--- config.mk ---
export PLATFORM = sky130hd
export DESIGN_NAME = bubble_pipe
export DESIGN_NICKNAME = d
export VERILOG_FILES = /design/src/rtl/bubble_pipe_pkg.sv /design/src/rtl/bubble_pipe_rst_sync.sv /design/src/rtl/bubble_pipe_flow.sv /design/src/rtl/bubble_pipe_slot.sv /design/src/rtl/bubble_pipe.sv
export SDC_FILE = /design/constraint.sdc
export NUM_CORES = 1
export LEC_CHECK = 0
export CAP_MARGIN = 20
export CORE_MARGIN = 1
export CORE_UTILIZATION = 56
export CTS_CLUSTER_DIAMETER = 50
export DETAILED_ROUTE_END_ITERATION = 12
export MAX_ROUTING_LAYER = met4
export PLACE_DENSITY = 0.89
export SYNTH_ARGS = -nofsm -noshare
export SYNTH_HDL_FRONTEND = slang
export SYNTH_SLANG_ARGS = --single-unit
export TNS_END_PERCENT = 20
--- constraint.sdc ---
create_clock -name clk -period 2.6 [get_ports clk]
set_input_delay 0.65 -clock clk [delete_from_list [all_inputs] [get_ports clk]]
set_output_delay 0.65 -clock clk [all_outputs]
set_load 0.02 [all_outputs]
--- src/rtl/bubble_pipe_pkg.sv ---
package bubble_pipe_pkg;
  // Default geometry of the pipeline
  localparam int unsigned DEF_DATA_W   = 16;
  localparam int unsigned DEF_STAGES   = 5;
  localparam int unsigned DEF_SYNC_LEN = 2;
endpackage

--- src/rtl/bubble_pipe_rst_sync.sv ---
module bubble_pipe_rst_sync #(
  parameter int unsigned SYNC_LEN = bubble_pipe_pkg::DEF_SYNC_LEN
) (
  input  logic clk,
  input  logic arst_n,
  output logic srst_n
);
  logic [SYNC_LEN-1:0] sync_q;
  logic [SYNC_LEN-1:0] sync_d;

  always_comb sync_d = {sync_q[SYNC_LEN-2:0], 1'b1};

  // Reset asserts at once and is released on a clock edge
  always_ff @(posedge clk or negedge arst_n) begin
    if (!arst_n) sync_q <= '0;
    else         sync_q <= sync_d;
  end

  assign srst_n = sync_q[SYNC_LEN-1];
endmodule

--- src/rtl/bubble_pipe_flow.sv ---
module bubble_pipe_flow #(
  parameter int unsigned STAGES = bubble_pipe_pkg::DEF_STAGES
) (
  input  logic [STAGES-1:0] occ,
  input  logic              dn_full,
  output logic [STAGES-1:0] load,
  output logic              up_full
);
  // A slot may load when it is empty or when its successor loads in the same cycle
  always_comb begin
    logic chain;
    chain = ~occ[STAGES-1] | ~dn_full;
    load[STAGES-1] = chain;
    for (int i = STAGES - 2; i >= 0; i--) begin
      chain   = ~occ[i] | chain;
      load[i] = chain;
    end
  end

  assign up_full = ~load[0];
endmodule

--- src/rtl/bubble_pipe_slot.sv ---
module bubble_pipe_slot #(
  parameter int unsigned DATA_W = bubble_pipe_pkg::DEF_DATA_W
) (
  input  logic              clk,
  input  logic              rst_n,
  input  logic              load,
  input  logic              vld_in,
  input  logic [DATA_W-1:0] dat_in,
  output logic              vld_q,
  output logic [DATA_W-1:0] dat_q
);
  logic              vld_d;
  logic              dat_en;

  always_comb begin
    vld_d  = load ? vld_in : vld_q;
    dat_en = load & vld_in;
  end

  always_ff @(posedge clk or negedge rst_n) begin
    if (!rst_n) vld_q <= 1'b0;
    else        vld_q <= vld_d;
  end

  // The data register has no reset; its clock enable is written out
  always_ff @(posedge clk) begin
    if (dat_en) dat_q <= dat_in;
  end
endmodule

--- src/rtl/bubble_pipe.sv ---
module bubble_pipe #(
  parameter int unsigned DATA_W   = bubble_pipe_pkg::DEF_DATA_W,
  parameter int unsigned STAGES   = bubble_pipe_pkg::DEF_STAGES,
  parameter int unsigned SYNC_LEN = bubble_pipe_pkg::DEF_SYNC_LEN
) (
  input  logic              clk,
  input  logic              rst_n,
  input  logic [DATA_W-1:0] in_data,
  input  logic              in_vld,
  input  logic              dn_full,
  output logic [DATA_W-1:0] out_data,
  output logic              out_vld,
  output logic              up_full
);
  localparam int unsigned LAST = STAGES - 1;

  logic              rst_ns;
  logic [STAGES-1:0] occ;
  logic [STAGES-1:0] load;
  logic [STAGES-1:0] vld_in;
  logic [DATA_W-1:0] dat_in [STAGES];
  logic [DATA_W-1:0] dat_q  [STAGES];

  bubble_pipe_rst_sync #(.SYNC_LEN(SYNC_LEN)) u_rst (
    .clk(clk), .arst_n(rst_n), .srst_n(rst_ns)
  );

  bubble_pipe_flow #(.STAGES(STAGES)) u_flow (
    .occ(occ), .dn_full(dn_full), .load(load), .up_full(up_full)
  );

  // Slot 0 is fed from the input; every later slot from its predecessor
  always_comb begin
    vld_in[0] = in_vld;
    dat_in[0] = in_data;
    for (int i = 1; i < STAGES; i++) begin
      vld_in[i] = occ[i-1];
      dat_in[i] = dat_q[i-1];
    end
  end

  for (genvar g = 0; g < STAGES; g++) begin : g_slot
    bubble_pipe_slot #(.DATA_W(DATA_W)) u_slot (
      .clk(clk), .rst_n(rst_ns), .load(load[g]),
      .vld_in(vld_in[g]), .dat_in(dat_in[g]),
      .vld_q(occ[g]), .dat_q(dat_q[g])
    );
  end

  assign out_data = dat_q[LAST];
  assign out_vld  = occ[LAST];

  // ---------------- assertions ----------------
  logic acc_chk;
  logic take_chk;
  assign acc_chk  = in_vld & ~up_full & rst_ns;
  assign take_chk = out_vld & ~dn_full;

  a_r1_reset_empty: assert property (@(posedge clk)
    !rst_ns |-> (!out_vld && !up_full));

  a_r5_hold_on_stall: assert property (@(posedge clk) disable iff (!rst_ns)
    (out_vld && dn_full) |=> (out_vld && $stable(out_data)));

  a_r6_full_needs_stall: assert property (@(posedge clk) disable iff (!rst_ns)
    up_full |-> dn_full);

  a_r10_accept: assert property (@(posedge clk) disable iff (!rst_ns)
    (in_vld && !up_full) |=> occ[0]);

  a_r9_conserve: assert property (@(posedge clk) disable iff (!rst_ns)
    1'b1 |=> ($countones(occ) == $past($countones(occ))
              + int'($past(acc_chk)) - int'($past(take_chk))));

  for (genvar g = 0; g < STAGES - 1; g++) begin : g_chk
    a_r7_collapse: assert property (@(posedge clk) disable iff (!rst_ns)
      (occ[g] && !occ[g+1]) |=> occ[g+1]);
  end
endmodule

**Word level (Yosys, flattened, before mapping)**

Cells that the tools add are included.

- Bitwise operators: 17

Operators by type and width:

| operator | number |
|---|---|
| NOT 1 bit | 7 |
| AND 1 bit | 5 |
| bitwise OR 1 bit | 5 |

- Flip-flop bits (word level): 87
- Input port bits: 20
- Output and inout bits: 18
- Word-level logic and storage cells: 28

**Depth between registers and ports, before layout**

- Word-level depth: 7
- Depth in mapped cells: 3
- Gate-level depth less buffers: 2

**By module**

From an unflattened synthesis, not the netlist that was laid out.

- Cells, all modules: 106
- Area total of the unflattened synthesis: 2736.4 sq um

Modules (own cells, without submodules):

| module | times used | cells each | area each (sq um) | seq. area each (sq um) |
|---|---|---|---|---|
| bubble_pipe_slot | 5 | 19 | 528.0 | 505.5 |
| bubble_pipe_rst_sync | 1 | 3 | 53.8 | 50.0 |
| bubble_pipe_flow | 1 | 8 | 42.5 | 0.0 |

**Worst setup path before layout**

No wires, ideal clock.

- Path kind: input-to-reg
- Start point: input port dn_full
- End point: register g_slot[4].u_slot.dat_q[0] (enable)
- Setup time: 0.414 ns
- Data arrival time: 1.881 ns
- Path slack: 0.305 ns
- Stages on the path: 1
- Path buffers: 0
- Cell sequence: a21boi_0

- Cells in the longest elaborated chain, start to end: 3

Ends and longest elaborated chain:

| item | line | RTL |
|---|---|---|
| from (decl) | bubble_pipe.sv:10 | `input logic dn_full,` |
| NOT 1 bit | bubble_pipe_flow.sv:12 | `chain = ~occ[STAGES-1] \| ~dn_full;` |
| bitwise OR 1 bit | bubble_pipe_flow.sv:12 |  |
| AND 1 bit | bubble_pipe_slot.sv:17 | `dat_en = load & vld_in;` |
| to (signal assigned) | bubble_pipe_slot.sv:27 | `if (dat_en) dat_q <= dat_in;` |
| to (decl) | bubble_pipe_slot.sv:10 | `output logic [DATA_W-1:0] dat_q` |

Every way passes these cells.
A chain may end at the register's enable or synchronous reset.

**Final worst setup path**

- Start point: input port dn_full
- End point: output port up_full

- Cells in the longest elaborated chain, start to end: 7

Ends and longest elaborated chain:

| item | line | RTL |
|---|---|---|
| NOT 1 bit | bubble_pipe_flow.sv:12 |  |
| bitwise OR 1 bit | bubble_pipe_flow.sv:12 |  |
| bitwise OR 1 bit (4 in series) | bubble_pipe_flow.sv:15 | `chain = ~occ[i] \| chain;` |
| NOT 1 bit | bubble_pipe_flow.sv:20 | `assign up_full = ~load[0];` |
| to (decl) | bubble_pipe.sv:13 | `output logic up_full` |

Every way passes these cells.

==> results.sh <==
export IMPL_place_inst=198
export IMPL_r2r_cells=4
export IMPL_ir_drop_mv=0.474
export IMPL_vias=1030
export IMPL_nFillCells=230
export IMPL_cp_max_fo=2
export IMPL_cellLeakagePower_nw=1.17
export IMPL_routed_wl_um=2600
export IMPL_synth_seq_cells=87
export IMPL_final_cell_mix="edfxtp_1, clkdlybuf4s50_1, clkbuf_8"
export IMPL_die_area_um2=5080
export IMPL_hold_viol_final=0
export IMPL_cts_hold_buf=0
export IMPL_final_layout_size_suffix_gt1_share_pct=13.0
export IMPL_rows=24
export IMPL_initial_utilization_pct=60.1
export IMPL_failed_checks="design-rule violations"
export IMPL_endpoint_kind="output port"
export IMPL_power_density_nw_per_um2=845
export IMPL_clk_pin_slew_worst_paths_ps=80
export IMPL_power_frac_comb_pct=9.1
export IMPL_grt_overflow=0
export IMPL_diodes=0
export IMPL_hold_path_class="register to asynchronous set/reset pin"
export IMPL_place_gp_congestion=0.664
export IMPL_place_hpwl_um=1840
export IMPL_yosys_top_cells_area="edfxtp_1, dfrtp_1, a21o_1"
export IMPL_utilization_pct=74.4
export IMPL_dpl_instance_area_um2=3170
export IMPL_min_period_ps=2500
export IMPL_core_region_area_um2=4470
export IMPL_yosysSeqAreaShare_pct=95.9
export IMPL_sw_frac_of_total_pct=21.3
export IMPL_insertion_delay_ps=330
export IMPL_firstDrtPassIters=8
export IMPL_hold_ws_ps=79.4
export IMPL_area_growth_pct=23.8
export IMPL_p_sw_mw=0.600
export IMPL_cp_arrival_ps=1850
export IMPL_rsz0062_at_grt="false"
export IMPL_fin_ws_ps=97.1
export IMPL_grt_total_usage_pct=12.4
export IMPL_numPortBuffers=37
export IMPL_multi_input_area_um2=96.3
export IMPL_grt_max_degree=17
export IMPL_yosysWarnings=0
export IMPL_synth_top_area_share_pct=89.3
export IMPL_fin_nets=177
export IMPL_stdcell_count=214
export IMPL_dpl_worst_slack_ps=-172
export IMPL_yosys_area_top_type="edfxtp_1"
export IMPL_clock_skew_ps=8.11
export IMPL_synthCells=103
export IMPL_antenna_found_initial=0
export IMPL_route_detailed_drc=3
export IMPL_synth_cell_types=17
export IMPL_root_buffer="clkbuf_8"
export IMPL_avgSynthCellArea_um2=26.1
export IMPL_setup_violations_final=0
export IMPL_ctsLongestPathBuffers=2
export IMPL_maxCapViolCount=0
export IMPL_grt_first_pass_wirelength_um=4370
export IMPL_critPathKind="input port to output port"
export IMPL_ant_nets=0
export IMPL_clkSinkCount=87
export IMPL_power_frac_clock_pct=26.9
export IMPL_finalCritPeriodShare_pct=96.3
export IMPL_r2r_start="g_slot[4].u_slot.vld_q$_DFFE_PN0P_"
export IMPL_synth_area_um2=2690
export IMPL_layout_commonest_cell="edfxtp_1"
export IMPL_ios=38
export IMPL_cp_start_kind="input port"
export IMPL_numCtsBuffers=9
export IMPL_routedWlPerCell_um=12.1
export IMPL_vias_per_cell=4.81
export IMPL_ff_latch_area_um2=2580
export IMPL_status="complete, but fails checks"
export IMPL_fmax_mhz=400
export IMPL_tritoncts="done"
export IMPL_synthesis_nets=123
export IMPL_design_area_um2=3330
export IMPL_worstPathRequired_ps=1950
export IMPL_power_frac_seq_pct=64.0
export IMPL_startpoint="dn_full"
export IMPL_h_tree_depth=3
export IMPL_finalMaxSlewViolations=0
export IMPL_p_int_mw=2.21
export IMPL_grt_pass1_vias=1004
export IMPL_die_w_um=71.3
export IMPL_drt_initial_drc_count=51
export IMPL_die_h_um=71.3
cells in the mapped netlist (all sizes together):
cell and count:
edfxtp 80, dfrtp 7, a21boi 2, a21o 2
a31o 1, a31oi 1, and2 1, and3 1
and4 1, buf 1, conb 1, inv 1
nand2b 1, nand3 1, nor2b 1, or2 1
flip-flops by register name, summed over array words and instances, names as in the netlist:
signal               cells
u_rst.sync_q             2
g_slot.u_slot.vld_q      5
g_slot.u_slot.dat_q     80
stage by stage:
stage,total power [mW],TNS (ps)
floorplan,1.95,0
global placement,2.07,-155
detailed placement,2.09,-172
CTS,2.84,0
global route,2.92,0
finish,2.81,0
worst max-delay path, stage by stage:
cell and delay, ps:
clkdlybuf4s50_1 480, and4_4 230, and3_1 150, dlygate4sd2_1 330
layout make-up:
type                       instances  area share [%]
inverter                           1           0.113
timing repair buffer              44            12.7
sequential                        87            77.4
clock buffer                      10            3.83
tap                               52            1.95
multi-input combinational         14            2.89
clock inverter                     6            1.13
metal layers:
layer | part of all wire (%) | global-route usage, % | wire length (um) | vias up
li1 | - | - | - | 509
met1 | 40 | 13.6 | 1050 | 470
met2 | 51 | 20.0 | 1330 | 42
met3 | 5.7 | 4.22 | 149 | 9
met4 | 2.5 | 6.67 | 66 | 0
met5 | 0 | - | 0 | -
worst paths after layout:
path | endpoint | slack (ps)
worst max-delay path | up_full | 100
worst min register to register | g_slot[3].u_slot.vld_q$_DFFE_PN0P_ | 80
max in group asynchronous | u_rst.sync_q[0]$_DFF_PN0_ | 2010
min in group clk | u_rst.sync_q[1]$_DFF_PN0_ | 350
worst max register to register | g_slot[0].u_slot.dat_q[7]$_DFFE_PP_ | 1080
worst min-delay path | g_slot[3].u_slot.vld_q$_DFFE_PN0P_ | 80
power by group through the flow:
stage / registers (mW) / logic (mW) / clock network [mW]
2_1_floorplan: 1.87 / 0.0744 / 0
6_report: 1.80 / 0.255 / 0.756
4_1_cts: 1.80 / 0.258 / 0.780
5_1_grt: 1.82 / 0.274 / 0.831
3_5_place_dp: 1.84 / 0.258 / 0
3_3_place_gp: 1.82 / 0.249 / 0
repair_timing:
item,in CTS,in global routing
endpoints found under the setup margin,1,0
buffers inserted,0,0
gates resized for setup,1,0
hold endpoints to repair,0,0
logic make-up (layout without fill, tap and decap cells):
logic type	Yosys count	after routing	share of synthesized area (%)
other	1	1	0.139
AO/OA/AOI/OAI	6	6	1.68
flip-flops	87	87	95.9
buffers and inverters	2	61	0.558
AND/OR/NAND/NOR	7	7	1.77
(Power assumes the default switching activity.)
